### config.mk
export PLATFORM = sky130hd
export DESIGN_NAME = dram_timing_guard
export DESIGN_NICKNAME = d
export VERILOG_FILES = /design/src/rtl/dram_guard_pkg.sv /design/src/rtl/dram_bank_timer.sv /design/src/rtl/dram_dev_timer.sv /design/src/rtl/dram_refresh_timer.sv /design/src/rtl/dram_timing_guard.sv
export SDC_FILE = /design/constraint.sdc
export NUM_CORES = 1
export LEC_CHECK = 0
export BUFFER_PORTS_ARGS = -buffer_cell sky130_fd_sc_hd__buf_4
export CORE_MARGIN = 1.5
export CORE_UTILIZATION = 55
export DETAILED_ROUTE_END_ITERATION = 16
export HOLD_SLACK_MARGIN = 0.06
export PLACE_DENSITY = 0.72
export SETUP_SLACK_MARGIN = 0.1
export SLEW_MARGIN = 20
export SYNTH_ARGS = -nofsm -noshare
export SYNTH_HDL_FRONTEND = slang
export SYNTH_HIERARCHICAL = 1
export SYNTH_SLANG_ARGS = --single-unit
### constraint.sdc
create_clock -name clk -period 4.86 [get_ports clk]
set_input_delay 0.729 -clock clk [delete_from_list [all_inputs] [get_ports clk]]
set_output_delay 0.729 -clock clk [all_outputs]
set_load 0.005 [all_outputs]
### src/rtl/dram_guard_pkg.sv
package dram_guard_pkg;

    typedef enum logic [2:0] {
        CMD_NONE = 3'd0,
        CMD_ACT  = 3'd1,
        CMD_RD   = 3'd2,
        CMD_WR   = 3'd3,
        CMD_PRE  = 3'd4,
        CMD_PREA = 3'd5,
        CMD_REF  = 3'd6,
        CMD_MRS  = 3'd7
    } dram_cmd_e;

    // events that one bank sees on an issuing edge
    typedef struct packed {
        logic act;
        logic rd;
        logic wr;
        logic pre;
        logic ap;
    } bank_ev_t;

    // what one bank reports back to the grant logic
    typedef struct packed {
        logic open;
        logic act_ok;
        logic rd_ok;
        logic wr_ok;
        logic pre_ok;
    } bank_st_t;

    // a spacing of n cycles becomes a countdown load of n-1
    function automatic int unsigned gap_to_load(input int unsigned n);
        return (n == 0) ? 0 : n - 1;
    endfunction

endpackage

### src/rtl/dram_bank_timer.sv
module dram_bank_timer
    import dram_guard_pkg::*;
#(
    parameter int unsigned CW       = 6,
    parameter int unsigned T_RC     = 12,
    parameter int unsigned T_RAS    = 8,
    parameter int unsigned T_RP     = 4,
    parameter int unsigned T_RCD_RD = 4,
    parameter int unsigned T_RCD_WR = 2,
    parameter int unsigned T_WR     = 2,
    parameter int unsigned T_DAL    = 6,
    parameter int unsigned T_BURST  = 2
) (
    input  logic     clk,
    input  logic     rst,
    input  bank_ev_t ev,
    output bank_st_t st
);

    localparam logic [CW-1:0] L_RC    = CW'(gap_to_load(T_RC));
    localparam logic [CW-1:0] L_RAS   = CW'(gap_to_load(T_RAS));
    localparam logic [CW-1:0] L_RP    = CW'(gap_to_load(T_RP));
    localparam logic [CW-1:0] L_RCDR  = CW'(gap_to_load(T_RCD_RD));
    localparam logic [CW-1:0] L_RCDW  = CW'(gap_to_load(T_RCD_WR));
    localparam logic [CW-1:0] L_RDPRE = CW'(gap_to_load(T_BURST));
    localparam logic [CW-1:0] L_WRPRE = CW'(gap_to_load(T_BURST + T_WR));
    localparam logic [CW-1:0] L_RDAP  = CW'(gap_to_load(T_BURST + T_RP));
    localparam logic [CW-1:0] L_WRAP  = CW'(gap_to_load(T_BURST + T_DAL));

    logic          open_q;
    logic [CW-1:0] act_q, rd_q, wr_q, pre_q;

    function automatic logic [CW-1:0] dec(input logic [CW-1:0] x);
        return (x == '0) ? '0 : x - 1'b1;
    endfunction

    function automatic logic [CW-1:0] maxv(input logic [CW-1:0] a, input logic [CW-1:0] b);
        return (a > b) ? a : b;
    endfunction

    always_ff @(posedge clk) begin
        if (rst) begin
            open_q <= 1'b0;
            act_q  <= '0;
            rd_q   <= '0;
            wr_q   <= '0;
            pre_q  <= '0;
        end else begin
            act_q <= dec(act_q);
            rd_q  <= dec(rd_q);
            wr_q  <= dec(wr_q);
            pre_q <= dec(pre_q);
            if (ev.act) begin
                open_q <= 1'b1;
                act_q  <= L_RC;
                rd_q   <= L_RCDR;
                wr_q   <= L_RCDW;
                pre_q  <= L_RAS;
            end
            if (ev.rd) begin
                pre_q <= maxv(dec(pre_q), L_RDPRE);
                if (ev.ap) begin
                    open_q <= 1'b0;
                    act_q  <= maxv(dec(act_q), L_RDAP);
                end
            end
            if (ev.wr) begin
                pre_q <= maxv(dec(pre_q), L_WRPRE);
                if (ev.ap) begin
                    open_q <= 1'b0;
                    act_q  <= maxv(dec(act_q), L_WRAP);
                end
            end
            if (ev.pre && open_q) begin
                open_q <= 1'b0;
                act_q  <= maxv(dec(act_q), L_RP);
            end
        end
    end

    always_comb begin
        st.open   = open_q;
        st.act_ok = (act_q == '0);
        st.rd_ok  = (rd_q == '0);
        st.wr_ok  = (wr_q == '0);
        st.pre_ok = (pre_q == '0);
    end

    // an activate only ever reaches a closed bank whose cycle has ended
    p_act_closed_r2: assert property (@(posedge clk) disable iff (rst)
        ev.act |-> (!open_q && act_q == '0))
        else $error("activate reached an open or busy bank");

    // a read cannot follow its activate on the very next cycle
    p_rcd_rd_r3: assert property (@(posedge clk) disable iff (rst)
        (ev.act && T_RCD_RD > 1) |=> !st.rd_ok)
        else $error("read window opened too early");

    // column commands only reach an open bank
    p_col_open_r4: assert property (@(posedge clk) disable iff (rst)
        (ev.rd || ev.wr) |-> open_q)
        else $error("column command to idle bank");

    // auto-precharge leaves the bank idle afterwards
    p_ap_close_r7: assert property (@(posedge clk) disable iff (rst)
        ((ev.rd || ev.wr) && ev.ap) |=> !open_q)
        else $error("auto-precharge did not close bank");

endmodule

### src/rtl/dram_dev_timer.sv
module dram_dev_timer
    import dram_guard_pkg::*;
#(
    parameter int unsigned CW      = 6,
    parameter int unsigned T_RRD   = 2,
    parameter int unsigned T_CCD   = 1,
    parameter int unsigned T_BURST = 2,
    parameter int unsigned T_CDLR  = 2,
    parameter int unsigned T_RFC   = 14,
    parameter int unsigned T_MRD   = 2
) (
    input  logic clk,
    input  logic rst,
    input  logic ev_act,
    input  logic ev_rd,
    input  logic ev_wr,
    input  logic ev_ref,
    input  logic ev_mrs,
    output logic act_ok,
    output logic col_ok,
    output logic wtr_ok,
    output logic quiet_ok
);

    localparam logic [CW-1:0] L_RRD = CW'(gap_to_load(T_RRD));
    localparam logic [CW-1:0] L_CCD = CW'(gap_to_load(T_CCD));
    localparam logic [CW-1:0] L_WTR = CW'(gap_to_load(T_BURST + T_CDLR));
    localparam logic [CW-1:0] L_RFC = CW'(gap_to_load(T_RFC));
    localparam logic [CW-1:0] L_MRD = CW'(gap_to_load(T_MRD));

    logic [CW-1:0] rrd_q, ccd_q, wtr_q, busy_q;

    function automatic logic [CW-1:0] dec(input logic [CW-1:0] x);
        return (x == '0) ? '0 : x - 1'b1;
    endfunction

    always_ff @(posedge clk) begin
        if (rst) begin
            rrd_q  <= '0;
            ccd_q  <= '0;
            wtr_q  <= '0;
            busy_q <= '0;
        end else begin
            rrd_q  <= ev_act ? L_RRD : dec(rrd_q);
            ccd_q  <= (ev_rd || ev_wr) ? L_CCD : dec(ccd_q);
            wtr_q  <= ev_wr ? L_WTR : dec(wtr_q);
            if (ev_ref)      busy_q <= L_RFC;
            else if (ev_mrs) busy_q <= L_MRD;
            else             busy_q <= dec(busy_q);
        end
    end

    assign act_ok   = (rrd_q == '0);
    assign col_ok   = (ccd_q == '0);
    assign wtr_ok   = (wtr_q == '0);
    assign quiet_ok = (busy_q == '0);

    // back-to-back activates across banks are held apart
    p_rrd_r2: assert property (@(posedge clk) disable iff (rst)
        (ev_act && T_RRD > 1) |=> !act_ok)
        else $error("activate spacing not enforced");

    // a write shuts the read window on the next cycle
    p_wtr_r6: assert property (@(posedge clk) disable iff (rst)
        (ev_wr && (T_BURST + T_CDLR) > 1) |=> !wtr_ok)
        else $error("read allowed inside write burst");

    // refresh starts a quiet period
    p_rfc_quiet_r8: assert property (@(posedge clk) disable iff (rst)
        (ev_ref && T_RFC > 1) |=> !quiet_ok)
        else $error("no quiet period after refresh");

    // mode programming starts a quiet period
    p_mrd_quiet_r9: assert property (@(posedge clk) disable iff (rst)
        (ev_mrs && T_MRD > 1) |=> !quiet_ok)
        else $error("no quiet period after mode set");

endmodule

### src/rtl/dram_refresh_timer.sv
module dram_refresh_timer #(
    parameter int unsigned T_REFI = 1560
) (
    input  logic clk,
    input  logic rst,
    input  logic ev_ref,
    output logic due
);

    localparam int unsigned RW = $clog2(T_REFI + 1);
    localparam logic [RW-1:0] L_REFI = RW'(T_REFI - 1);

    logic [RW-1:0] cnt_q;

    always_ff @(posedge clk) begin
        if (rst || ev_ref)       cnt_q <= L_REFI;
        else if (cnt_q != '0)    cnt_q <= cnt_q - 1'b1;
    end

    assign due = (cnt_q == '0);

    // once raised the flag holds until a refresh goes out
    p_due_hold_r10: assert property (@(posedge clk) disable iff (rst)
        (due && !ev_ref) |=> due)
        else $error("refresh_due dropped without refresh");

    // a refresh clears the flag
    p_due_clear_r10: assert property (@(posedge clk) disable iff (rst)
        (ev_ref && T_REFI > 1) |=> !due)
        else $error("refresh_due not cleared");

endmodule

### src/rtl/dram_timing_guard.sv
module dram_timing_guard
    import dram_guard_pkg::*;
#(
    parameter int unsigned BANK_W   = 2,
    parameter int unsigned T_RCD_RD = 4,
    parameter int unsigned T_RCD_WR = 2,
    parameter int unsigned T_RAS    = 8,
    parameter int unsigned T_RP     = 4,
    parameter int unsigned T_RC     = 12,
    parameter int unsigned T_RRD    = 2,
    parameter int unsigned T_CCD    = 1,
    parameter int unsigned T_RFC    = 14,
    parameter int unsigned T_DAL    = 6,
    parameter int unsigned T_WR     = 2,
    parameter int unsigned T_CDLR   = 2,
    parameter int unsigned T_MRD    = 2,
    parameter int unsigned T_BURST  = 2,
    parameter int unsigned T_REFI   = 1560
) (
    input  logic              clk,
    input  logic              rst,
    input  logic              req_valid,
    input  logic [2:0]        req_cmd,
    input  logic [BANK_W-1:0] req_bank,
    input  logic              req_autopre,
    output logic              grant,
    output logic              refresh_due
);

    localparam int unsigned NUM_BANKS = 1 << BANK_W;
    localparam int unsigned CW = $clog2(T_RC + T_RAS + T_RFC + T_BURST + T_DAL + T_CDLR + T_MRD + 2);

    dram_cmd_e             cmd;
    logic                  allowed;
    logic                  issue;
    bank_ev_t              bev  [NUM_BANKS];
    bank_st_t              bst  [NUM_BANKS];
    logic [NUM_BANKS-1:0]  open_v, act_v, rd_v, wr_v, pre_v;
    logic                  d_act_ok, d_col_ok, d_wtr_ok, d_quiet;
    logic                  is_act, is_rd, is_wr, is_ref, is_mrs;

    assign cmd   = dram_cmd_e'(req_cmd);
    assign issue = req_valid && allowed;
    assign grant = issue;

    assign is_act = issue && (cmd == CMD_ACT);
    assign is_rd  = issue && (cmd == CMD_RD);
    assign is_wr  = issue && (cmd == CMD_WR);
    assign is_ref = issue && (cmd == CMD_REF);
    assign is_mrs = issue && (cmd == CMD_MRS);

    for (genvar b = 0; b < NUM_BANKS; b++) begin : g_bank
        logic hit;
        assign hit = (req_bank == BANK_W'(b));

        always_comb begin
            bev[b].act = is_act && hit;
            bev[b].rd  = is_rd && hit;
            bev[b].wr  = is_wr && hit;
            bev[b].pre = issue && ((cmd == CMD_PRE && hit) || cmd == CMD_PREA);
            bev[b].ap  = req_autopre;
        end

        dram_bank_timer #(
            .CW(CW), .T_RC(T_RC), .T_RAS(T_RAS), .T_RP(T_RP),
            .T_RCD_RD(T_RCD_RD), .T_RCD_WR(T_RCD_WR), .T_WR(T_WR),
            .T_DAL(T_DAL), .T_BURST(T_BURST)
        ) u_bank (
            .clk(clk), .rst(rst), .ev(bev[b]), .st(bst[b])
        );

        assign open_v[b] = bst[b].open;
        assign act_v[b]  = bst[b].act_ok;
        assign rd_v[b]   = bst[b].rd_ok;
        assign wr_v[b]   = bst[b].wr_ok;
        assign pre_v[b]  = bst[b].pre_ok;
    end

    dram_dev_timer #(
        .CW(CW), .T_RRD(T_RRD), .T_CCD(T_CCD), .T_BURST(T_BURST),
        .T_CDLR(T_CDLR), .T_RFC(T_RFC), .T_MRD(T_MRD)
    ) u_dev (
        .clk(clk), .rst(rst),
        .ev_act(is_act), .ev_rd(is_rd), .ev_wr(is_wr),
        .ev_ref(is_ref), .ev_mrs(is_mrs),
        .act_ok(d_act_ok), .col_ok(d_col_ok), .wtr_ok(d_wtr_ok), .quiet_ok(d_quiet)
    );

    dram_refresh_timer #(.T_REFI(T_REFI)) u_refi (
        .clk(clk), .rst(rst), .ev_ref(is_ref), .due(refresh_due)
    );

    always_comb begin
        allowed = 1'b0;
        unique case (cmd)
            CMD_ACT:  allowed = !open_v[req_bank] && act_v[req_bank] && d_act_ok;
            CMD_RD:   allowed = open_v[req_bank] && rd_v[req_bank] && d_col_ok && d_wtr_ok;
            CMD_WR:   allowed = open_v[req_bank] && wr_v[req_bank] && d_col_ok;
            CMD_PRE:  allowed = pre_v[req_bank];
            CMD_PREA: allowed = &pre_v;
            CMD_REF,
            CMD_MRS:  allowed = !(|open_v) && (&act_v);
            default:  allowed = 1'b0;
        endcase
        allowed = allowed && d_quiet;
    end

    // nothing issues without a request
    p_grant_req_r11: assert property (@(posedge clk) disable iff (rst)
        grant |-> (req_valid && req_cmd != 3'd0))
        else $error("grant without request");

    // a granted refresh finds every bank closed
    p_ref_idle_r8: assert property (@(posedge clk) disable iff (rst)
        is_ref |-> (open_v == '0))
        else $error("refresh with open bank");

endmodule

Yosys cells after proc, flatten, opt, wreduce, memory -nomap -nowiden
Index checks and enable logic that the tools add are counted.

Eq/ne operators: 10. Add/subtract/negate cells: 21. Multiplexer cells: 118. Reductions and logical operators: 90. Order comparisons: 21.

Operator list (count): 6-bit two-way mux (64); 6-bit logical NOT (20); 6-bit by 1-bit subtractor with 6-bit output (second input constant) (20); 6-bit by 2-bit greater-than comparator with 1-bit output (second input constant) (8); 6-bit by 3-bit greater-than comparator with 1-bit output (second input constant) (8); 1-bit logical AND (39); 1-bit two-way mux (35); 3-bit OR reduction (11); 6-bit by 1-bit greater-than comparator with 1-bit output (second input constant) (4); 2-bit two-way mux (10); 3-bit equality test (second input constant) (4); 4-bit two-way mux (3); 11-bit logical NOT (1); 11-bit nonzero test (1); 11-bit by 1-bit subtractor with 11-bit output (second input constant) (1); 1-bit binary-select mux with 2-bit select (5); 2-bit OR reduction (5); 4-bit AND reduction (2); 4-bit OR reduction (2); 3-bit by 2-bit equality test with 1-bit output (second input constant) (2); 1-bit logical OR (6); 1-bit one-hot mux with 6 select lines (1); 2-bit equality test (second input constant) (2); 3-bit by 1-bit equality test with 1-bit output (second input constant) (1); 4 further kinds (5).

Bits in registers: 135. Word-level logic and storage cells: 296. Bits of input ports: 9.

Logic depth before layout (Yosys ltp)
Depth after elaboration: 17. Depth in mapped cells: 15.

Cells and area by module
Netlist, hierarchy kept.

Modules (own cells, without submodules): dram_bank_timer (sequential area each 500.5 um^2, times used 4, cells each 172, area each 1416.4 um^2); dram_dev_timer (sequential area each 480.5 um^2, times used 1, cells each 124, area each 1127.3 um^2); dram_timing_guard (sequential area each 0.0 um^2, times used 1, cells each 80, area each 656.9 um^2); dram_refresh_timer (sequential area each 220.2 um^2, times used 1, cells each 63, area each 539.3 um^2).

Least setup slack after synthesis
OpenSTA, ideal clock, no wires.

Path type: register to register. From: register g_bank[2].u_bank.act_q[0]. To: register u_refi.cnt_q[6]. Cell stages (with the launch flop): 13. Library setup time: 0.114 ns. Setup slack: 1.500 ns. Path buffers: 1. Arrival: 3.246 ns. Cell sequence: dfxtp_1 -> inv_1 -> ha_1 -> nor4b_1 -> and2_1 -> or4b_1 -> nor3_1 -> nor4_4 -> a2111oi_1 -> or2_2 -> buf_1 -> or4b_1 -> nand2_1.

Word-level cells in the longest chain between the ends: 10.

Ends and longest elaborated chain: start, declared (line dram_bank_timer.sv:31) `logic [CW-1:0] act_q, rd_q, wr_q, pre_q;`; start signal, assigned (line dram_bank_timer.sv:49) `act_q <= dec(act_q);`; start signal, assigned (line dram_bank_timer.sv:64) `act_q <= maxv(dec(act_q), L_RDAP);`; start signal, assigned (line dram_bank_timer.sv:71) `act_q <= maxv(dec(act_q), L_WRAP);`; 6-bit logical NOT * (line dram_bank_timer.sv:83) `st.act_ok = (act_q == '0);`; via act_v[2] (line dram_timing_guard.sv:38) `logic [NUM_BANKS-1:0] open_v, act_v, rd_v, wr_v, pre_v;`; 1-bit binary-select mux with 2-bit select (line dram_timing_guard.sv:96) `CMD_ACT: allowed = !open_v[req_bank] && act_v[req_bank] && d_act_ok;`; 1-bit two-way mux (implied by the code) (line dram_timing_guard.sv:96); 1-bit logical AND (2 in a row) (line dram_timing_guard.sv:96); 1-bit one-hot mux with 6 select lines * (line dram_timing_guard.sv:95) `unique case (cmd)`; 1-bit logical AND * (line dram_timing_guard.sv:105) `allowed = allowed && d_quiet;`; 1-bit logical AND * (line dram_timing_guard.sv:43) `assign issue = req_valid && allowed;`; 1-bit logical AND * (line dram_timing_guard.sv:49) `assign is_ref = issue && (cmd == CMD_REF);`; via is_ref (line dram_timing_guard.sv:40) `logic is_act, is_rd, is_wr, is_ref, is_mrs;`; 1-bit logical OR * (line dram_refresh_timer.sv:16) `if (rst || ev_ref) cnt_q <= L_REFI;`; end signal, assigned (line dram_refresh_timer.sv:17) `else if (cnt_q != '0) cnt_q <= cnt_q - 1'b1;`; end, declared (line dram_refresh_timer.sv:13) `logic [RW-1:0] cnt_q;`.

Mark *: on every way through the listed nets, which the timed path passes. The rest lies on a longest branch. The select of a mux whose other input is x is not followed. A chain may end at the register's enable or synchronous reset.

Worst setup path in the final report
From: register g_bank[3].u_bank.act_q[0]. To: output grant.

Word-level cells in the longest chain between the ends: 8.

Ends and longest elaborated chain: start, declared (line dram_bank_timer.sv:31); start signal, assigned (line dram_bank_timer.sv:49); start signal, assigned (line dram_bank_timer.sv:64); start signal, assigned (line dram_bank_timer.sv:71); 6-bit logical NOT * (line dram_bank_timer.sv:83); via act_v[3] (line dram_timing_guard.sv:38); 1-bit binary-select mux with 2-bit select (line dram_timing_guard.sv:96); 1-bit two-way mux (implied by the code) (line dram_timing_guard.sv:96); 1-bit logical AND (2 in a row) (line dram_timing_guard.sv:96); 1-bit one-hot mux with 6 select lines * (line dram_timing_guard.sv:95); 1-bit logical AND * (line dram_timing_guard.sv:105); 1-bit logical AND * (line dram_timing_guard.sv:43); end, declared (line dram_timing_guard.sv:26) `output logic grant,`.

Marked as above.

==> metrics.yaml <==
status: "complete, no violations"
fmaxAchievable_ghz: 0.226
cts_root_buf: "clkbuf_16"
syn-cell-area_um2: 7990
synthToLayoutAreaGrowth_pct: 10.2
placement.cell_area_um2: 8140
syn_area_per_cell_um2: 8.37
synth_top_family_by_area: "simple AND/OR/NAND/NOR gates"
syn_inst: 955
p_leak_nw: 3.41
row_count: 43
synth-compound-area-share: 0.195
cts_tree: "done"
critPathLaunch: "g_bank[3].u_bank/act_q[0]$_SDFF_PP0_"
dieArea_um2: 15300
syn_nets: 1006
yosys-top-cells-area: "dfxtp_1 34%, nor2_1 7.1%, ha_1 6.6%, a21oi_1 4.1%, xnor2_1 3.6%"
grt_max_degree: 74
post_cts_resized: 0
gp_congestion: 0.908
grt_setup_unrepaired: "no"
relSlewSlack: 0.375
setup.worst_path.end_class: "primary output"
busiest_layer: "met2"
postRouteAntennaNets: 0
vias: 6498
avgRoutedWirePerCell_um: 13.5
grtUsageMet3: 0.0521
drt_wl_total_mm: 15.5
synth_xor_area_frac: 0.0669
p_per_area_nw_per_um2: 761
ios: 11
coreArea_um2: 14000
grt_pass1_wl_mm: 26.4
hold_slack_ns: 0.463
synth_top_cell_by_area: "dfxtp_1"
final_area_um2: 8800
maxCapViolCount: 0
start_kind: "flop"
antenna_found_initial: 0
r2r-start: "g_bank[3].u_bank/act_q[0]$_SDFF_PP0_"
yosys.area_share.adder: 0.0658
hp-class: "reg2reg"
finalNetCount: 1011
via_per_inst: 5.64
ys_types: 68
hold_buffers: 0
synth_warnings: 6
nFillCells: 1202
synth_common_cells: "152 x nor2_1, 135 x dfxtp_1, 71 x inv_1"
finalCritPeriodShare: 0.909
grt_pass1_vias: 5977
finalWorstSetupSlack_ns: 0.444
yosysSeqAreaShare: 0.338
insertion_delay_ns: 0.41
first_pass_iters: 6
async_flop_share: 0
post_cts_buffers: 0
yosys.cell_count.top_type: "nor2_1"
drtIter0Drc: 298
hpwlAfterDp_mm: 11.1
antenna_cells: 0
layout_min_cycle_time_ns: 4.42
finClkSkew_ns: 0.00574
synth_seq_cells: 135
setup_viol: 0
fin_setup_tns_ns: 0
synthSimpleGateAreaFrac: 0.264
critical_path_required_ns: 4.13
slew_viol_final: 0
met2_usage: 0.368
final_util: 0.627
cp.arrival_ns: 3.69
tightest_slew_ns: 0.930
pre_cts_slack_ns: 0.725
vdd_drop_max_uv: 404
hold_viol: 0
setup.worst_path.class: "reg2out"
post_route_cells_drive_above_1_share: 0.104
grt_use_total: 0.215
cts.sink_count: 135
drcViolationCount: 0
cts_inserted_buffers: 17
yosys.area.top_type_share: 0.338
worstHoldStart: "u_dev/ccd_q[0]$_SDFF_PP0_"
cts_max_path_buffers: 2
muxShareOfSynthArea: 0.0146
port-buffer-count: 10
clk_pin_slew_ns: 0.06
ys.flop_type: "dfxtp_1"
die_x_um: 124
synth_edf_count: 0
cp_max_fo: 15
die_y_um: 124
grtUsageMet1: 0.270
htreeDepth: 4
gr-total-overflow: 0
start_util: 0.569
-- kinds of logic after synthesis --
family / Yosys count
AOI/OAI and AO/OA: 215
xor gates and xnor gates: 61
adders and majority gates: 42
buffers and inverters: 101
DFF: 135
muxes: 5
and+or+nand+nor: 396
-- final timing paths --
| path | end | slack (ns) | depth (start not counted) |
|---|---|---|---|
| max | grant | 0.44 | 10 |
| min | u_dev/ccd_q[0]$_SDFF_PP0_ | 0.46 | 1 |
| max reg2reg | u_refi/cnt_q[6]$_SDFFE_PP0N_ | 0.67 | 12 |
| min reg2reg | u_dev/ccd_q[0]$_SDFF_PP0_ | 0.46 | 1 |
-- cell type report --
cell class                 count  area, µm²  area share
tap                          180        225      0.0256
multi-input combinational    719       4840       0.550
sequential                   135       2700       0.307
clock inverter                12        198      0.0225
inverter                      75        282      0.0320
timing repair buffer          12       90.1      0.0102
clock buffer                  20        467      0.0530
-- per-layer routing --
metal  part of all wire  wire (µm)
met5                  0          0
met4              0.011        165
met3              0.034        520
met2               0.48       7400
met1               0.48       7430
-- through the flow --
stage,cells,power (mW)
after floorplan,955,4.67
final,1153,6.70
after detailed placement,1121,5.27
after CTS,1153,6.74
after global routing,1153,7.31
after global placement,1121,5.25
-- worst max-delay path: stages (launching register included) --
cell     delay (ns)
dfxtp_1        0.44
inv_1          0.10
ha_1           0.24
nor4b_1        0.17
and2_1         0.21
mux4_2         0.47
and4b_1        0.24
nor4_4         0.84
buf_4          0.32
a21oi_2        0.08
buf_4          0.17
-- sequential cells by signal, summed over array words and instances (netlist names) --
signal	cells
g_bank.u_bank/act_q	24
g_bank.u_bank/pre_q	24
g_bank.u_bank/rd_q	24
g_bank.u_bank/wr_q	24
u_refi/cnt_q	11
u_dev/busy_q	6
u_dev/ccd_q	6
u_dev/rrd_q	6
u_dev/wtr_q	6
g_bank.u_bank/open_q	4
-- cells in the final DEF (no fill, tap or decap), types with 13 or more instances in the layout --
cell type	netlist	layout
o21ai_0	26	26
nand2b_1	17	17
nand3_1	24	24
clkbuf_16	0	17
inv_1	71	71
xor2_1	28	28
nor3_1	43	43
ha_1	42	42
nor3b_1	13	13
a31oi_1	13	13
o31ai_1	13	13
dfxtp_1	135	135
nand2_1	51	51
nor2_1	152	152
a21oi_1	65	65
xnor2_1	33	33
-- power by group --
part	internal [mW]	total [mW]	switching (mW)
Sequential	1.54	1.96	0.426
Clock	0.950	1.42	0.473
Combinational	1.52	3.31	1.79
Power figures use the tool's default switching activity.
